### config.mk
export PLATFORM = sky130hd
export DESIGN_NAME = dual_cmp_timer
export DESIGN_NICKNAME = d
export VERILOG_FILES = /design/src/rtl/dual_cmp_timer.sv
export SDC_FILE = /design/constraint.sdc
export NUM_CORES = 1
export LEC_CHECK = 0
export BUFFER_PORTS_ARGS = -buffer_cell sky130_fd_sc_hd__buf_2
export CAP_MARGIN = 20
export CORE_MARGIN = 1
export CORE_UTILIZATION = 45
export CTS_CLUSTER_SIZE = 12
export DETAILED_ROUTE_END_ITERATION = 16
export SLEW_MARGIN = 10
export SYNTH_ARGS = -nofsm -noshare
export SYNTH_HDL_FRONTEND = slang
export SYNTH_SLANG_ARGS = --single-unit
export TNS_END_PERCENT = 20
### constraint.sdc
create_clock -name clk -period 2.6 [get_ports clk]
set_input_delay 0.52 -clock clk [delete_from_list [all_inputs] [get_ports clk]]
set_output_delay 0.52 -clock clk [all_outputs]
set_load 0.02 [all_outputs]
### src/rtl/dual_cmp_timer.sv
module dual_cmp_timer #(
  parameter int W   = 16,
  parameter int DIV = 4
) (
  input  logic         clk,
  input  logic         rst_n,
  input  logic         wr_en,
  input  logic [1:0]   wr_addr,
  input  logic [W-1:0] wr_data,
  input  logic [1:0]   rd_addr,
  output logic [W-1:0] rd_data,
  input  logic         tmr_in,
  input  logic         pre_pulse,
  output logic         tc_pulse,
  output logic         tog_out
);
  localparam int DW = (DIV > 1) ? $clog2(DIV) : 1;
  localparam logic [DW-1:0] DLAST = DW'(DIV - 1);

  logic         en, sel, flag, rtg, psrc, ext, dual, cont;
  logic [W-1:0] cnt, cmp_a, cmp_b;
  logic [DW-1:0] di, dx;
  logic         s1, s2, s3;

  wire wr_ctl = wr_en && wr_addr == 2'd0;
  wire wr_cnt = wr_en && wr_addr == 2'd1;
  wire rise   = s2 && !s3;
  wire retrig = !ext && rtg && rise;
  wire tick   = ext ? (rise && dx == DLAST) : (psrc ? pre_pulse : di == DLAST);
  wire adv    = en && tick && (ext || rtg || s2);
  wire [W-1:0] cmp_act = (dual && sel) ? cmp_b : cmp_a;
  wire term   = adv && !wr_cnt && !retrig && cnt == cmp_act;

  always_ff @(posedge clk or negedge rst_n)
    if (!rst_n) {s1, s2, s3} <= '0;
    else        {s1, s2, s3} <= {tmr_in, s1, s2};

  always_ff @(posedge clk or negedge rst_n)
    if (!rst_n) begin
      di <= '0;
      dx <= '0;
    end else if (wr_ctl) begin
      di <= '0;
      dx <= '0;
    end else begin
      di <= (di == DLAST) ? '0 : di + 1'b1;
      if (ext && rise) dx <= (dx == DLAST) ? '0 : dx + 1'b1;
    end

  always_ff @(posedge clk or negedge rst_n)
    if (!rst_n) begin
      {en, rtg, psrc, ext, dual, cont} <= '0;
    end else if (wr_ctl) begin
      en   <= wr_data[7];
      rtg  <= wr_data[4];
      psrc <= wr_data[3];
      ext  <= wr_data[2];
      dual <= wr_data[1];
      cont <= wr_data[0];
    end else if (term && !cont) begin
      en <= 1'b0;
    end

  always_ff @(posedge clk or negedge rst_n)
    if (!rst_n)                     flag <= 1'b0;
    else if (term)                  flag <= 1'b1;
    else if (wr_ctl && !wr_data[5]) flag <= 1'b0;

  always_ff @(posedge clk or negedge rst_n)
    if (!rst_n)    sel <= 1'b0;
    else if (!dual) sel <= 1'b0;
    else if (term)  sel <= !sel;

  always_ff @(posedge clk or negedge rst_n)
    if (!rst_n) begin
      cnt   <= '0;
      cmp_a <= '0;
      cmp_b <= '0;
    end else begin
      if (wr_en && wr_addr == 2'd2) cmp_a <= wr_data;
      if (wr_en && wr_addr == 2'd3) cmp_b <= wr_data;
      if (wr_cnt)      cnt <= wr_data;
      else if (retrig) cnt <= '0;
      else if (term)   cnt <= '0;
      else if (adv)    cnt <= cnt + 1'b1;
    end

  always_ff @(posedge clk or negedge rst_n)
    if (!rst_n) begin
      tc_pulse <= 1'b0;
      tog_out  <= 1'b0;
    end else begin
      tc_pulse <= term;
      if (term && dual) tog_out <= !tog_out;
    end

  always_comb
    case (rd_addr)
      2'd0:    rd_data = W'({en, sel, flag, rtg, psrc, ext, dual, cont});
      2'd1:    rd_data = cnt;
      2'd2:    rd_data = cmp_a;
      default: rd_data = cmp_b;
    endcase

  a_r5_flag_follows_tc: assert property (@(posedge clk) disable iff (!rst_n)
    tc_pulse |-> flag);
  a_r5_flag_sticky: assert property (@(posedge clk) disable iff (!rst_n)
    flag && !(wr_ctl && !wr_data[5]) |=> flag);
  a_r6_gate_holds: assert property (@(posedge clk) disable iff (!rst_n)
    en && !ext && !rtg && !s2 && !wr_en |=> $stable(cnt));
  a_r10_oneshot_stop: assert property (@(posedge clk) disable iff (!rst_n)
    term && !cont && !wr_ctl |=> !en);
  a_r11_tog_on_tc: assert property (@(posedge clk) disable iff (!rst_n)
    !$stable(tog_out) |-> tc_pulse && $past(dual));
  a_r12_load: assert property (@(posedge clk) disable iff (!rst_n)
    wr_cnt |=> cnt == $past(wr_data));
endmodule

# Yosys cells after proc, flatten, opt, wreduce, memory -nomap -nowiden
# Cells that the tools add are included.
# W data, S select, Z words.
# word_totals
ff_bits	65
word_cells	83
inputBits	25
out_inout_bits	18
# classes
n_addsub	3
n_eq_ne	9
reduce_logical	34
muxes	19
# op_table
operator	count
$mux W16	5
$pmux W16 S3	1
$logic_and A1 B1 Y1	18
$add A16 B1 Y16 const B	1
$eq A16 B16 Y1	1
$eq A2 B2 Y1 const B	5
$mux W2	5
$logic_not A1 Y1	8
$mux W1	8
$reduce_bool A2 Y1	3
$add A2 B1 Y2 const B	2
$eq A2 B1 Y1 const B	2
$logic_not A2 Y1	2
$reduce_bool A4 Y1	1
$logic_or A1 B1 Y1	2
$ne A2 B1 Y1 const B	1

# Longest topological paths before layout
# Gate-level depths: netlist (run 1).
# logic_depth
depth_word	12
mapped_depth	9
mapped_depth_nobuf	7

# Worst setup path after synthesis (run 1)
# Ideal clock, no wire load.
# synth_timing
path_kind	input -> output
from	in rd_addr[0]
to	out rd_data[1]
t_required_ps	2080
cell_stages	3
arrival_time_ps	1890
setup_slack_ps	190
path_buffers	2
cell_sequence	clkbuf_1 > clkbuf_1 > mux4_2
# synth_between
elab_chain_cells	2
word_cells_on_any_way	4
classes_between	eq/ne (2); mux (1); reduce/logical (1)
# synth_lines
element	line_no	rtl
start: declaration	10	input logic [1:0] rd_addr,
$eq A2 B2 Y1, or another cell as far along	98	case (rd_addr)
$pmux W16 S3 (*)	98	
end: declaration	11	output logic [W-1:0] rd_data,
# Every way passes the cells marked *; elsewhere a longest branch is shown, timed or not.

# Final worst setup path (run 1)
# layout_timing
from	reg sel
to	reg cnt[4]
# layout_between
elab_chain_cells	7
word_cells_on_any_way	8
classes_between	eq/ne (1); mux (4); reduce/logical (3)
# layout_lines
element	line_no	rtl
start: declaration	20	logic en, sel, flag, rtg, psrc, ext, dual, cont;
start signal: assignment	72	else if (term) sel <= !sel;
$logic_and A1 B1 Y1 (*)	31	wire [W-1:0] cmp_act = (dual && sel) ? cmp_b : cmp_a;
$mux W16 (*)	31	
$eq A16 B16 Y1 (*)	32	wire term = adv && !wr_cnt && !retrig && cnt == cmp_act;
$logic_and A1 B1 Y1 (*)	32	
$mux W16	84	else if (term) cnt <= '0;
$mux W16	83	else if (retrig) cnt <= '0;
$mux W16	82	if (wr_cnt) cnt <= wr_data;
end signal: assignment	82	
end signal: assignment	85	else if (adv) cnt <= cnt + 1'b1;
end: declaration	21	logic [W-1:0] cnt, cmp_a, cmp_b;
# Marked as above.
# A chain may end at the register's enable or synchronous reset.

==> flow_metrics.py, run 1 <==
metrics = {
    "outcome": {
        "status": "completed",
    },
    "sta": {
        "drv_slew": 0,
        "setup_violations": 0,
        "max_freq_ghz": 0.411,
        "period_needed_ns": 2.44,
        "hold_violations": 0,
        "rsz0062_at_grt": "no",
        "setup_tns_ns": 0,
        "period_share_pct": 93.7,
        "tightest_slew_ns": 0.614,
        "max-slew-margin-rel_pct": 59.0,
        "finClkSkew_ns": 0.0148,
    },
    "cells_and_area": {
        "drive_gt1_share_pct": 37.7,
        "area_delta_synth_final_pct": 15.4,
        "layout_common_cells": "dfrtp_1 (63), mux2_2 (43), buf_2 (42)",
        "diodes": 0,
        "layout_commonest_cell": "dfrtp_1",
        "final_nets": 392,
    },
    "grt": {
        "grt_max_degree": 41,
        "grt_pass1_wl_um": 15100,
        "grt_usage_pct": 23.7,
        "overflow": 0,
        "antenna_found_initial": 0,
        "grt_pass1_vias": 2750,
    },
    "yosys": {
        "synth-main-ff-cell": "dfrtp_1",
        "syn_area_per_cell_um2": 11.5,
        "async_flop_share_pct": 100,
        "synthesis.area_um2": 3710,
        "synth-seq-cells": 65,
        "synth_nets": 350,
        "synthCells": 322,
        "yosysSeqAreaShare_pct": 43.8,
        "ys_types": 56,
        "yosys_warnings": 0,
        "synth-edff-count": 0,
    },
    "setup_path": {
        "worst-path-buf-inv": 1,
        "crit_chain": "and3_4, or3_1, a222oi_1, o2111ai_2, o31ai_4, buf_12, o21ai_0",
        "cp.required_ns": 2.82,
        "critPathArrivalTime_ns": 2.65,
        "reg2reg_from": "sel$_DFFE_PN0P_",
        "reg2reg_depth": 7,
        "r2r_end": "cnt[4]$_DFFE_PN0P_",
        "path_max_fanout": 12,
        "start_kind": "flip-flop",
        "slowest_stage": "dfrtp_2",
        "worst-setup-path-type": "reg -> reg",
        "critPathMaxStageDelay_ns": 0.49,
        "rrSetupSlack_ns": 0.16,
        "crit_path_end_kind": "flip-flop",
        "cp_num_cells": 7,
        "critPathTopFamily": "compound AO/OA/AOI/OAI gates",
    },
    "clock_network": {
        "cts_tree": "yes",
        "clk_latency_ns": 0.35,
        "h-tree-depth": 3,
        "clock-sinks": 65,
        "clockBufferDepth": 2,
        "root_buffer": "clkbuf_8",
        "numCtsBuffers": 9,
        "clkSlewWorstSetupHoldPaths_ns": 0.08,
    },
    "place": {
        "dp_hpwl_um": 6770,
        "gp_congestion": 0.876,
        "port_buffers": 42,
    },
    "die": {
        "die_h_um": 92.9,
        "die_w_um": 92.9,
        "pin_count": 43,
        "dieArea_um2": 8620,
        "core-area_um2": 7850,
        "start_util_pct": 47.3,
        "row_count": 32,
    },
    "detailed_routing": {
        "drt_wl_total_um": 9350,
        "dr.pass1.iters": 4,
        "ant_nets": 0,
        "via_per_inst": 5.94,
        "vias": 2796,
        "route.detailed.drc": 0,
        "initialDrtViolationCount": 129,
        "avgRoutedWirePerCell_um": 19.9,
    },
    "power_and_ir_drop": {
        "total_power_mw": 3.50,
        "power_density_nw_per_um2": 816,
        "power.leakage_nw": 1.88,
        "ir_drop_mv": 0.372,
    },
    "job": {
        "cap_violations": 0,
    },
    "worst_hold_path": {
        "worstHoldPathType": "in -> async",
    },
}
[area by class of cell]
type | instances | area (µm²)
Clock buffer | 9 | 124
Clock inverter | 7 | 95.1
Fill cell | 716 | 3560
Inverter | 10 | 37.5
Timing Repair Buffer | 56 | 340
Tap cell | 102 | 128
Sequential cell | 65 | 1630
Multi-Input combinational cell | 222 | 1930
[synthesized netlist by cell type (all sizes together), types with 5 or more instances]
library cell	number	area [µm²]
nor2	8	30.0
mux2i	6	60.1
clkbuf	19	71.3
xor2	14	123
buf	6	45.0
xnor2	13	114
a21o	5	37.5
o21ai	20	134
nor2b	5	31.3
mux4	8	184
nand3	9	45.0
a22o	10	87.6
mux2	43	484
dfrtp	65	1630
nand2	12	52.6
inv	10	37.5
a22oi	16	120
[cell families after synthesis]
family | after synthesis | share of synthesized area, %
xor gates and xnor gates | 27 | 6.37
and+or+nand+nor | 66 | 10.5
buffers and inverters | 35 | 4.14
AOI/OAI and AO/OA | 69 | 14.6
muxes | 57 | 19.6
adders and majority gates | 3 | 1.01
DFF | 65 | 43.8
[worst register-to-register path: cells and delay by family (launching register included)]
family / cells / cell delay (ns)
AOI/OAI and AO/OA: 4 / 1.09
buffers and inverters: 1 / 0.19
and+or+nand+nor: 2 / 0.54
DFF: 1 / 0.49
[sequential cells by signal, summed over array words and instances (netlist names)]
register,count
cmp_a,16
cmp_b,16
cnt,16
di,2
dx,2
cont,1
dual,1
en,1
ext,1
flag,1
psrc,1
rtg,1
s1,1
s2,1
s3,1
sel,1
tc_pulse,1
tog_out,1
[where the power goes]
group / internal (mW) / switching [mW]
clock network: 0.539 / 0.406
logic: 0.514 / 0.499
registers: 1.23 / 0.309
[routing by layer]
| metal | routed length (µm) | GRT usage (%) | up-vias |
|---|---|---|---|
| met5 | 0 | 0 | - |
| met4 | 249 | 10.9 | 0 |
| met3 | 558 | 4.11 | 19 |
| met2 | 4370 | 35.8 | 93 |
| met1 | 4180 | 33.2 | 1410 |
| li1 | - | - | 1274 |
[what timing repair did]
action | CTS | global route
setup buffers | 0 | 0
endpoints found under the setup margin | 0 | 4
hold buffers | 0 | 0
gates resized for setup | 0 | 2
endpoints found under the hold margin | 0 | 0
[metrics by stage]
step	std cells	util, %	hold WS, ns	setup WS (ns)	area, µm²
after CTS	471	54.6	0.177	0.0928	4290
after floorplan	322	-	0.224	0.190	3710
after detailed placement	455	51.8	0.347	0.106	4070
after global placement	455	51.8	0.337	0.161	4070
final	471	54.6	0.169	0.165	4290
after global routing	471	54.6	0.216	0.0658	4290
[worst max-delay path by stage]
stage	from	endpoint
after global placement	sel$_DFFE_PN0P_	tog_out$_DFFE_PN0P_
after detailed placement	sel$_DFFE_PN0P_	cnt[4]$_DFFE_PN0P_
after CTS	sel$_DFFE_PN0P_	cnt[4]$_DFFE_PN0P_
final	sel$_DFFE_PN0P_	cnt[4]$_DFFE_PN0P_
after floorplan	rd_addr[0]	rd_data[1]
after global routing	sel$_DFFE_PN0P_	cnt[15]$_DFFE_PN0P_
Power figures use the tool's default switching activity.
==> run 2: changes to the inputs <==
--- a/constraint.sdc
+++ b/constraint.sdc
@@ -3,2 +3,2 @@
 set_output_delay 0.52 -clock clk [all_outputs]
-set_load 0.02 [all_outputs]
+set_load 0.1 [all_outputs]
==> flow_metrics.py, run 2 (synthesized netlist as in run 1, its figures left out) <==
metrics = {
    "setup_path": {
        "reg2reg_from": "dual$_DFFE_PN0P_",
        "critPathMostFrequentCell": "buf_2",
        "crit_end": "rd_data[5]",
        "critPathMaxStageDelay_ns": 0.52,
        "crit_path_end_kind": "primary output",
        "critPathTopFamily": "buffers and inverters",
        "critPathArrivalTime_ns": 1.91,
        "start_kind": "input port",
        "rrSetupSlack_ns": 0.18,
        "path_max_fanout": 10,
        "cp_num_cells": 4,
        "cp.required_ns": 2.08,
        "slowest_stage": "mux4_2",
        "crit_start": "rd_addr[0]",
        "worst-path-buf-inv": 3,
        "crit_chain": "buf_2, buf_4, mux4_2, buf_2",
        "reg2reg_depth": 8,
        "worst-setup-path-type": "in -> out",
        "r2r_end": "cnt[4]$_DFFE_PN0P_",
    },
    "clock_network": {
        "clkSlewWorstSetupHoldPaths_ns": 0.07,
        "h-tree-depth": 3,
        "clockBufferDepth": 2,
        "cts_tree": "yes",
        "postCtsResizedCells": 1,
        "root_buffer": "clkbuf_8",
        "cts_hold_buf": 0,
        "numCtsBuffers": 9,
        "clock-sinks": 65,
        "postCtsSetupRepairBufs": 0,
        "clk_latency_ns": 0.35,
    },
    "cells_and_area": {
        "nFillCells": 720,
        "final_area_um2": 4440,
        "seq_area_um2": 1630,
        "multiInputGateArea_um2": 1940,
        "layout_commonest_cell": "dfrtp_1",
        "layout_common_cells": "dfrtp_1 (63), mux2_2 (43), buf_2 (34)",
        "area_delta_synth_final_pct": 19.6,
        "diodes": 0,
        "final_nets": 396,
        "drive_gt1_share_pct": 38.6,
        "reg_top3": "cmp_a x16, cmp_b x16, cnt x16",
    },
    "detailed_routing": {
        "initialDrtViolationCount": 135,
        "top_layer_used": "met4",
        "route.met3.wl_um": 482,
        "drt_wl_total_um": 9280,
        "avgRoutedWirePerCell_um": 19.5,
        "route.detailed.drc": 0,
        "via_per_inst": 5.85,
        "met1Wirelength_um": 4270,
        "vias": 2779,
        "dr_wl_met2_um": 4390,
        "dr.pass1.iters": 4,
        "ant_nets": 0,
    },
    "power_and_ir_drop": {
        "p_comb_share_pct": 36.8,
        "p_clk_share_pct": 24.7,
        "power_density_nw_per_um2": 897,
        "ir_drop_mv": 0.495,
        "p_sw_share_pct": 39.3,
        "internal_power_mw": 2.42,
        "power.leakage_nw": 1.93,
        "power_frac_seq_pct": 38.4,
        "p_switching_mw": 1.57,
    },
    "die": {
        "core-area_um2": 7850,
        "die_w_um": 92.9,
        "pin_count": 43,
        "start_util_pct": 47.3,
        "dieArea_um2": 8620,
        "die_h_um": 92.9,
        "row_count": 32,
    },
    "worst_hold_path": {
        "worstHoldPathType": "in -> async",
    },
    "sta": {
        "tightest_slew_ns": 0.495,
        "period_needed_ns": 2.43,
        "finClkSkew_ns": 0.00861,
        "setup_violations": 0,
        "max-slew-margin-rel_pct": 67.2,
        "hold_violations": 0,
        "drv_slew": 0,
        "period_share_pct": 93.3,
        "layout_setup_ws_ns": 0.173,
        "max_freq_ghz": 0.412,
        "rsz0062_at_grt": "no",
    },
    "job": {
        "cap_violations": 0,
    },
    "grt": {
        "grt_pass1_wl_um": 15200,
        "grt_max_degree": 36,
        "grt_pass1_vias": 2845,
        "antenna_found_initial": 0,
        "overflow": 0,
        "grt_usage_pct": 23.8,
    },
    "place": {
        "place_area_um2": 4210,
        "gp_congestion": 0.835,
        "pre_cts_ws_ns": 0.0250,
        "port_buffers": 42,
        "dp_hpwl_um": 6630,
    },
    "outcome": {
        "status": "completed",
    },
}
run 2: cell count changes in the layout (fill, tap and decap cells not counted):
cell,before,now
buf_2,42,34
nor4_2,0,1
nor4_1,4,3
buf_4,12,17
clkbuf_1,0,1
clkinv_4,2,0
clkinvlp_4,1,2
buf_12,2,9
a22o_1,10,9
clkbuf_8,9,11
clkinv_2,2,0
a22o_2,0,1
run 2: worst min-delay path by stage:
| stage | end | start | cells after the start |
|---|---|---|---|
| global route | dx[0]$_DFFE_PN0P_ | rst_n | 2 |
| floorplan | cmp_a[0]$_DFFE_PN0P_ | rst_n | 0 |
| detailed placement | s2$_DFF_PN0_ | s1$_DFF_PN0_ | 0 |
| CTS | dx[0]$_DFFE_PN0P_ | rst_n | 2 |
| global placement | s2$_DFF_PN0_ | s1$_DFF_PN0_ | 0 |
| finish | dx[0]$_DFFE_PN0P_ | rst_n | 2 |
run 2: final cells by class:
type                            count  area share (%)
Multi-Input combinational cell    222            43.7
Sequential cell                    65            36.7
Timing Repair Buffer               60            10.8
Clock buffer                       12            3.49
Tap cell                          102            2.87
Clock inverter                      4            1.69
Inverter                           10           0.845
run 2: power groups by stage:
stage / clock, mW / combinational (mW) / sequential (mW)
final: 0.985 / 1.47 / 1.53
after global routing: 1.05 / 1.57 / 1.57
after CTS: 1.00 / 1.47 / 1.53
after detailed placement: 0 / 1.46 / 1.54
after global placement: 0 / 1.45 / 1.53
after floorplan: 0 / 1.21 / 1.38
run 2: layer usage:
layer / vias up / GRT usage (%)
met3: 12 / 5.42
met4: 0 / 8.72
met5: - / 0
met1: 1418 / 32.9
met2: 73 / 36.7
li1: 1276 / -
run 2: per-stage QoR:
| stage | hold WS (ns) | utilization, % | setup TNS (ns) | instances | power [mW] |
|---|---|---|---|---|---|
| after floorplan | 0.224 | - | -0.896 | 322 | 2.60 |
| after global placement | 0.337 | 53.6 | 0 | 459 | 2.98 |
| after detailed placement | 0.339 | 53.6 | 0 | 459 | 3.01 |
| after CTS | 0.201 | 56.5 | 0 | 475 | 4.00 |
| after global routing | 0.213 | 56.6 | 0 | 475 | 4.19 |
| final | 0.185 | 56.6 | 0 | 475 | 3.99 |
